==> config.mk <==
export PLATFORM = sky130hd
export DESIGN_NAME = wprot_status_unit
export DESIGN_NICKNAME = d
export VERILOG_FILES = /design/src/rtl/wprot_pkg.sv /design/src/rtl/wprot_range_chk.sv /design/src/rtl/wprot_nv_reg.sv /design/src/rtl/wprot_vol_reg.sv /design/src/rtl/wprot_status_unit.sv
export SDC_FILE = /design/constraint.sdc
export NUM_CORES = 1
export LEC_CHECK = 0
export CAP_MARGIN = 20
export CORE_MARGIN = 2
export CORE_UTILIZATION = 32
export DETAILED_ROUTE_END_ITERATION = 6
export GPL_ROUTABILITY_DRIVEN = 1
export PLACE_DENSITY = 0.9
export SYNTH_ARGS = -nofsm -noshare
export SYNTH_HDL_FRONTEND = slang
export SYNTH_SLANG_ARGS = --single-unit
==> constraint.sdc <==
create_clock -name clk -period 3.1 [get_ports clk]
set_input_delay 0.31 -clock clk [delete_from_list [all_inputs] [get_ports clk]]
set_output_delay 0.31 -clock clk [all_outputs]
set_load 0.005 [all_outputs]
==> src/rtl/wprot_pkg.sv <==
package wprot_pkg;
  localparam int STAT_W = 8;
  // status bits that a status write may change: lock-enable and range code
  localparam logic [STAT_W-1:0] NV_MASK  = 8'h8C;
  localparam logic [STAT_W-1:0] ONES_FIX = 8'h30;
  localparam int LOCK_POS = 7;
  localparam int FLAG_POS = 6;
  localparam int RNG_HI   = 3;
  localparam int RNG_LO   = 2;
  localparam int WEL_POS  = 1;
  localparam int BUSY_POS = 0;
endpackage

==> src/rtl/wprot_range_chk.sv <==
module wprot_range_chk #(
  parameter int ADDR_W = 12
) (
  input  logic [1:0]        rng_i,
  input  logic [ADDR_W-1:0] addr_i,
  output logic              locked_o
);
  localparam logic [ADDR_W-1:0] QTR_TOP  = {2'b11, {(ADDR_W-2){1'b0}}};
  localparam logic [ADDR_W-1:0] HALF_TOP = {2'b10, {(ADDR_W-2){1'b0}}};

  generate
    if (ADDR_W < 2) begin : g_bad
      initial $display("wprot_range_chk: ADDR_W must be at least 2");
    end
  endgenerate

  always_comb begin
    unique case (rng_i)
      2'b00:   locked_o = 1'b0;
      2'b01:   locked_o = (addr_i >= QTR_TOP);
      2'b10:   locked_o = (addr_i >= HALF_TOP);
      default: locked_o = 1'b1;
    endcase
  end
endmodule

==> src/rtl/wprot_nv_reg.sv <==
module wprot_nv_reg
  import wprot_pkg::*;
#(
  parameter logic [STAT_W-1:0] NV_INIT = 8'h00
) (
  input  logic              clk,
  input  logic              rst,
  input  logic              capture_i,
  input  logic [STAT_W-1:0] data_i,
  input  logic              commit_i,
  input  logic              busy_i,
  output logic [STAT_W-1:0] nv_o
);
  // retained word: not touched by the logic reset
  logic [STAT_W-1:0] nv_q = NV_INIT & NV_MASK;
  logic [STAT_W-1:0] pend_q = '0;

  always_ff @(posedge clk) begin
    if (capture_i) pend_q <= data_i & NV_MASK;
    if (commit_i)  nv_q   <= pend_q;
  end

  assign nv_o = nv_q;


  nv_hold_chk: assert property (@(posedge clk) disable iff (rst)
    !commit_i |=> $stable(nv_q));

  commit_busy_chk: assert property (@(posedge clk) disable iff (rst)
    commit_i |-> busy_i);
endmodule

==> src/rtl/wprot_vol_reg.sv <==
module wprot_vol_reg (
  input  logic clk,
  input  logic rst,
  input  logic wren_i,
  input  logic wrdi_i,
  input  logic sflag_i,
  input  logic arr_go_i,
  input  logic stat_go_i,
  input  logic done_i,
  output logic wel_o,
  output logic flag_o,
  output logic busy_o,
  output logic commit_o
);
  logic wel_q, flag_q, busy_q, stat_cyc_q;
  logic finish;

  assign finish = done_i & busy_q;

  always_ff @(posedge clk) begin
    if (rst) begin
      wel_q      <= 1'b0;
      flag_q     <= 1'b0;
      busy_q     <= 1'b0;
      stat_cyc_q <= 1'b0;
    end else begin
      if (finish)                    busy_q <= 1'b0;
      else if (arr_go_i | stat_go_i) busy_q <= 1'b1;

      if (finish)         stat_cyc_q <= 1'b0;
      else if (stat_go_i) stat_cyc_q <= 1'b1;
      else if (arr_go_i)  stat_cyc_q <= 1'b0;

      if (finish)      wel_q <= 1'b0;
      else if (wrdi_i) wel_q <= 1'b0;
      else if (wren_i) wel_q <= 1'b1;

      if (wrdi_i)       flag_q <= 1'b0;
      else if (sflag_i) flag_q <= 1'b1;
    end
  end

  assign wel_o    = wel_q;
  assign flag_o   = flag_q;
  assign busy_o   = busy_q;
  assign commit_o = finish & stat_cyc_q;


  busy_rise_chk: assert property (@(posedge clk) disable iff (rst)
    $rose(busy_q) |-> $past(arr_go_i || stat_go_i));

  wel_fall_chk: assert property (@(posedge clk) disable iff (rst)
    $fell(wel_q) |-> $past(rst || wrdi_i || (done_i && busy_q)));
endmodule

==> src/rtl/wprot_status_unit.sv <==
module wprot_status_unit
  import wprot_pkg::*;
#(
  parameter int                ADDR_W  = 12,
  parameter logic [STAT_W-1:0] NV_INIT = 8'h00
) (
  input  logic              clk,
  input  logic              rst,
  input  logic              wp_pin,
  input  logic              cmd_wren,
  input  logic              cmd_wrdi,
  input  logic              cmd_sflag,
  input  logic              cmd_wrsr,
  input  logic [STAT_W-1:0] wrsr_data,
  input  logic              arr_req,
  input  logic              cyc_done,
  input  logic [ADDR_W-1:0] tgt_addr,
  output logic [STAT_W-1:0] status_o,
  output logic              arr_wr_ok,
  output logic              stat_wr_ok
);
  logic [STAT_W-1:0] nv_word;
  logic wel, flag, busy, commit;
  logic addr_locked, rom_lock, base_ok, stat_go, arr_go;

  wprot_range_chk #(.ADDR_W(ADDR_W)) u_range (
    .rng_i    (nv_word[RNG_HI:RNG_LO]),
    .addr_i   (tgt_addr),
    .locked_o (addr_locked)
  );

  assign base_ok  = wel & ~busy;
  assign rom_lock = nv_word[LOCK_POS] & ~wp_pin;
  assign stat_go  = cmd_wrsr & base_ok & ~rom_lock;
  assign arr_go   = arr_req & ~cmd_wrsr & base_ok & ~addr_locked;

  wprot_nv_reg #(.NV_INIT(NV_INIT)) u_nv (
    .clk       (clk),
    .rst       (rst),
    .capture_i (stat_go),
    .data_i    (wrsr_data),
    .commit_i  (commit),
    .busy_i    (busy),
    .nv_o      (nv_word)
  );

  wprot_vol_reg u_vol (
    .clk       (clk),
    .rst       (rst),
    .wren_i    (cmd_wren),
    .wrdi_i    (cmd_wrdi),
    .sflag_i   (cmd_sflag),
    .arr_go_i  (arr_go),
    .stat_go_i (stat_go),
    .done_i    (cyc_done),
    .wel_o     (wel),
    .flag_o    (flag),
    .busy_o    (busy),
    .commit_o  (commit)
  );

  always_comb begin
    status_o           = (nv_word & NV_MASK) | ONES_FIX;
    status_o[FLAG_POS] = flag;
    status_o[WEL_POS]  = wel;
    status_o[BUSY_POS] = busy;
  end

  assign arr_wr_ok  = base_ok & ~addr_locked;
  assign stat_wr_ok = base_ok & ~rom_lock;


  wel_gate_chk: assert property (@(posedge clk) disable iff (rst)
    !wel |=> !$rose(busy));

  range_refuse_chk: assert property (@(posedge clk) disable iff (rst)
    (arr_req && !cmd_wrsr && addr_locked) |=> !$rose(busy));

  rom_refuse_chk: assert property (@(posedge clk) disable iff (rst)
    (cmd_wrsr && !arr_req && nv_word[LOCK_POS] && !wp_pin) |=> !$rose(busy));
endmodule

==> results of run 1 <==
cell usage after synthesis:
| master | instances | area [sq um] |
|---|---|---|
| nor4_4 | 1 | 21.3 |
| buf_4 | 5 | 37.5 |
| o31a_1 | 1 | 8.76 |
| dfxtp_1 | 4 | 80.1 |
| nor2_1 | 2 | 7.51 |
| nand2_1 | 1 | 3.75 |
| nand2b_1 | 1 | 6.26 |
| a211oi_2 | 1 | 12.5 |
| edfxtp_1 | 6 | 180 |
| inv_1 | 2 | 7.51 |
| nor3_1 | 2 | 10.0 |
| o2bb2ai_1 | 1 | 8.76 |
| and3_1 | 2 | 12.5 |
| a21oi_1 | 2 | 10.0 |
| nand2b_4 | 1 | 13.8 |
| a2111oi_0 | 1 | 8.76 |
| o21a_1 | 1 | 7.51 |
| conb_1 | 1 | 3.75 |
critical path: stages:
cell and delay [ps]:
clkdlybuf4s50_1 390, and3_1 210, nor3_1 200, clkdlybuf4s50_1 530
flip-flops by register name, summed over array words and instances (netlist names):
signal and flops:
u_nv.pend_q 3, u_vol.wel_o 1, u_nv.nv_o 3, u_vol.stat_cyc_q 1, u_vol.busy_o 1, u_vol.flag_o 1
final cells by class:
class                      count  area [sq um]  area share [%]
timing repair buffer          21           210            31.8
clock buffer                   3          22.5            3.40
inverter                       2          7.51            1.13
sequential                    10           260            39.3
tap                           15          18.8            2.84
multi-input combinational     19           139            21.0
clock inverter                 1          3.75           0.567
path summary, 6_finish.rpt:
kind / end / startpoint / slack (ps) / cells past startpoint
worst max-delay path: arr_wr_ok / tgt_addr[10] / 1140 / 4
worst max register to register: u_nv.pend_q[2] / u_vol.busy_o / 1840 / 2
worst min register to register: u_nv.nv_o[3] / u_nv.pend_q[3] / 420 / 0
worst min-delay path: u_nv.nv_o[3] / u_nv.pend_q[3] / 420 / 0
routing by layer:
layer / vias to the layer above / wire length (um)
li1: 164 / -
met1: 149 / 282
met2: 16 / 401
met3: 0 / 69
met4: 0 / 0
met5: - / 0
kinds of logic (layout without fill, tap and decap cells):
kind of cell,Yosys count,in the layout
buf+inv,7,27
simple gates,10,10
compound gates,7,7
other cells,1,2
flops,10,10
power groups by stage:
| stage | Clock, W | Sequential [W] | Combinational [W] |
|---|---|---|---|
| finish | 0.0000863 | 0.000146 | 0.0000335 |
| global route | 0.0000978 | 0.000146 | 0.0000369 |
| CTS | 0.0000921 | 0.000146 | 0.0000338 |
| detailed placement | 0 | 0.000149 | 0.0000336 |
| global placement | 0 | 0.000148 | 0.0000328 |
| floorplan | 0 | 0.000148 | 0.0000141 |
stage by stage:
step                      setup WS (ps)  area [sq um]  total power (W)  std cells  util, %
after floorplan                    1970           444         0.000162         36        -
after global placement             1170           636         0.000181         67     48.8
after detailed placement           1120           636         0.000182         67     48.8
after CTS                          1120           662         0.000271         71     50.9
after global routing               1020           662         0.000280         71     50.9
final                              1140           662         0.000265         71     50.9
==> flow_summary.yaml, run 1 <==
drt:
  wire_per_inst_um: 10.6
  drtIter0Drc: 1
  final_antenna_net_count: 0
  wl_um: 753
  drc: 0
  vias_per_cell: 4.63
  via_count: 329
  firstDrtPassIters: 2
setup_path:
  required_ps: 2790
  arrival_ps: 1650
  path_max_fanout: 2
  worstSetupPathType: "primary input to output pin"
  start_kind: "primary input"
  crit_path_end_kind: "output pin"
floorplan:
  die_h_um: 41.1
  die_width_um: 41.1
  io-pin-count: 39
  dieArea_sq_mm: 0.00169
  start_util_pct: 33.8
  core_sq_mm: 0.00130
  num_rows: 13
grt:
  grt_pass1_vias: 296
  grt_use_total_pct: 9.84
  met2_usage_pct: 17.6
  grt_overflow_total: 0
  grt_use_met1_pct: 10.1
  grt_pass1_wl_um: 1040
  grt-busiest-layer: "met2"
  grtUsageMet3_pct: 1.63
  antenna_found_initial: 0
  grt_max_degree: 7
pwr:
  power_density_mw_per_mm2: 401
  pwr-share-comb_pct: 12.6
  leakagePower_nw: 0.236
  switching_share_pct: 19.8
  ir_drop_mv: 0.219
  seq_power_share_pct: 54.9
  clkPwrFrac_pct: 32.5
  p_int_w: 0.000213
  p_sw_w: 0.0000526
yosys:
  synth_top_family_by_area: "simple AND/OR/NAND/NOR gates"
  synthMuxAreaShare_pct: 0
  syn-cell-area_sq_um: 440
  synth_compound_area_share_pct: 12.8
  synthAdderAreaFrac_pct: 0
  ys_seq_area_share_pct: 59.1
  synth_area_per_cell_sq_um: 12.6
  yosys_warnings: 0
  synth_cell_types: 18
  synthSimpleGateAreaFrac_pct: 17.0
  synth_xor_area_share_pct: 0
  ys_seq_elements: 10
  netlist_instances: 35
timing:
  hold_ws_ps: 421
  fmax_mhz: 510
  tns_ps: 0
  fin_crit_sh_pct: 63.3
  final-setup-viol-count: 0
  final-hold-violation-count: 0
  clock_skew_ps: 0.700
  grt_setup_unrepaired: "no"
  fin_crit_ps: 1960
  drv_slew: 0
place:
  place_hpwl_um: 626
  gp_congestion: 0.612
  place.port_buffers: 21
final_layout:
  mostFrequentLayoutCell: "clkdlybuf4s50_1"
  syn2layout_area_growth_pct: 50.3
  fill_cells: 134
  layout_common_cells: "clkdlybuf4s50_1 (21), edfxtp_1 (6), dfxtp_1 (4), clkbuf_4 (3)"
  n_antenna_cell: 0
  final_nets: 86
  drive_above_1_share_pct: 10.7
cts:
  clk_path_buf_depth: 2
  post_cts_buffers: 0
  clk_pin_slew_ps: 60
  clk_latency_ps: 250
  ctsHoldBuffers: 0
  htreeDepth: 1
  tritoncts: "yes"
  clock-sinks: 10
  cts-root-buf: "clkbuf_4"
  cts_made_buffers: 3
  cts_resized: 0
worst_hold_path:
  holdCritPathClass: "flop to flop"
run:
  cap_violations: 0
outcome:
  status: "finished clean"
Power figures use the tool's default switching activity.
==> inputs of run 2 (changes only) <==
Settings changed: CORE_UTILIZATION 32 to 29, PLACE_DENSITY 0.9 to 0.84.
Clock period 3.1 ns to 1.9 ns, I/O delays scaled along.
==> flow_summary.yaml, run 2 (synthesis gave the netlist of run 1 again) <==
run:
  cap_violations: 0
timing:
  tightest_slew_ps: 472
  grt_setup_unrepaired: "no"
  final-hold-violation-count: 0
  fin_crit_ps: 1750
  clock_skew_ps: 3.75
  fmax_mhz: 571
  drv_slew: 0
  tns_ps: 0
  final-setup-viol-count: 0
  slew_headroom_pct: 67.7
  fin_crit_sh_pct: 92.1
cts:
  clk_path_buf_depth: 2
  cts_made_buffers: 3
  clk_pin_slew_ps: 60
  ctsHoldBuffers: 0
  cts-root-buf: "clkbuf_4"
  clock-sinks: 10
  post_cts_buffers: 0
  tritoncts: "yes"
  htreeDepth: 1
  clk_latency_ps: 260
drt:
  firstDrtPassIters: 2
  wire_per_inst_um: 10.8
  drtIter0Drc: 4
  final_antenna_net_count: 0
  drc: 0
  via_count: 317
  vias_per_cell: 4.40
  wl_um: 774
setup_path:
  start_kind: "flop"
  arrival_ps: 1560
  worstSetupPathType: "flop to output pin"
  path_max_fanout: 3
  required_ps: 1710
  critPathBufInv: 1
  critPathMaxStageDelay_ps: 520
  crit_path_end_kind: "output pin"
  path_cells: "and3_1, nor3_2, clkdlybuf4s50_1"
  crit_family: "buffers and inverters"
  crit_slowest_cell: "clkdlybuf4s50_1"
pwr:
  p_sw_w: 0.0000928
  clkPwrFrac_pct: 33.4
  leakagePower_nw: 0.237
  totalPowerFinal_w: 0.000440
  power_density_mw_per_mm2: 659
  switching_share_pct: 21.1
  p_int_w: 0.000347
  seq_power_share_pct: 53.9
  ir_drop_mv: 0.325
  pwr-share-comb_pct: 12.7
final_layout:
  mostFrequentLayoutCell: "clkdlybuf4s50_1"
  regArea_sq_um: 260
  drive_above_1_share_pct: 12.5
  multiInputGateArea_sq_um: 144
  layout_common_cells: "clkdlybuf4s50_1 (21), edfxtp_1 (6), dfxtp_1 (4), clkbuf_4 (3)"
  final_nets: 86
  n_antenna_cell: 0
  post-route-util_pct: 45.4
  syn2layout_area_growth_pct: 51.7
  fill_cells: 143
grt:
  antenna_found_initial: 0
  grtUsageMet3_pct: 4.26
  grt_pass1_vias: 315
  grt_use_met1_pct: 9.63
  grt_overflow_total: 0
  grt_max_degree: 7
  grt-busiest-layer: "met2"
  grt_pass1_wl_um: 1290
  grt_use_total_pct: 10.1
  met2_usage_pct: 17.0
floorplan:
  start_util_pct: 29.9
  die_h_um: 43.0
  die_width_um: 43.0
  num_rows: 14
  io-pin-count: 39
  dieArea_sq_mm: 0.00185
  core_sq_mm: 0.00147
worst_hold_path:
  holdCritPathClass: "flop to flop"
place:
  gp_congestion: 0.624
  place.port_buffers: 21
  place_hpwl_um: 668
outcome:
  status: "finished clean"
-- run 2: changes by cell type in the layout (fill, tap and decap cells not counted) --
cell    before  now
nor3_1       2    1
nor3_2       0    1
-- run 2: final timing paths --
| kind | start | to | slack, ps | cells past startpoint |
|---|---|---|---|---|
| hold / removal | u_nv.pend_q[7] | u_nv.nv_o[7] | 420 | 0 |
| setup reg to reg | u_vol.busy_o | u_nv.pend_q[2] | 690 | 2 |
| setup / recovery | u_nv.nv_o[2] | arr_wr_ok | 150 | 3 |
| hold reg to reg | u_nv.pend_q[7] | u_nv.nv_o[7] | 420 | 0 |
-- run 2: metal layers --
| metal | vias to the layer above | routed length, um |
|---|---|---|
| met3 | 2 | 83 |
| met2 | 16 | 412 |
| met5 | - | 0 |
| met4 | 0 | 12 |
| met1 | 137 | 265 |
| li1 | 162 | - |
-- run 2: what timing repair did --
action / CTS / global route
hold endpoints to repair: 0 / 0
setup endpoints to repair: 0 / 1
resized for setup: 0 / 1
-- run 2: metrics by stage --
stage,std cells,instance area [sq um],hold WS (ps),worst slack [ps]
after detailed placement,68,637,405,197
after floorplan,36,444,267,795
after global routing,72,668,436,17.2
after CTS,72,663,423,99.8
final,72,668,423,150
after global placement,68,637,403,216
-- run 2: final cells by class --
type                    instances  area share (%)
repair buffers                 21            31.5
multi-input cells              19            21.5
flip-flops and latches         10            39.0
inverters                       2            1.12
well taps                      16            3.00
clock inverters                 1           0.562
clock buffers                   3            3.37
-- run 2: power groups by stage --
stage          Combinational [W]  Sequential (W)  Clock [W]
2_1_floorplan          0.0000229        0.000242          0
5_1_grt                0.0000599        0.000238   0.000164
4_1_cts                0.0000556        0.000238   0.000151
6_report               0.0000558        0.000238   0.000147
3_3_place_gp           0.0000534        0.000242          0
3_5_place_dp           0.0000554        0.000242          0
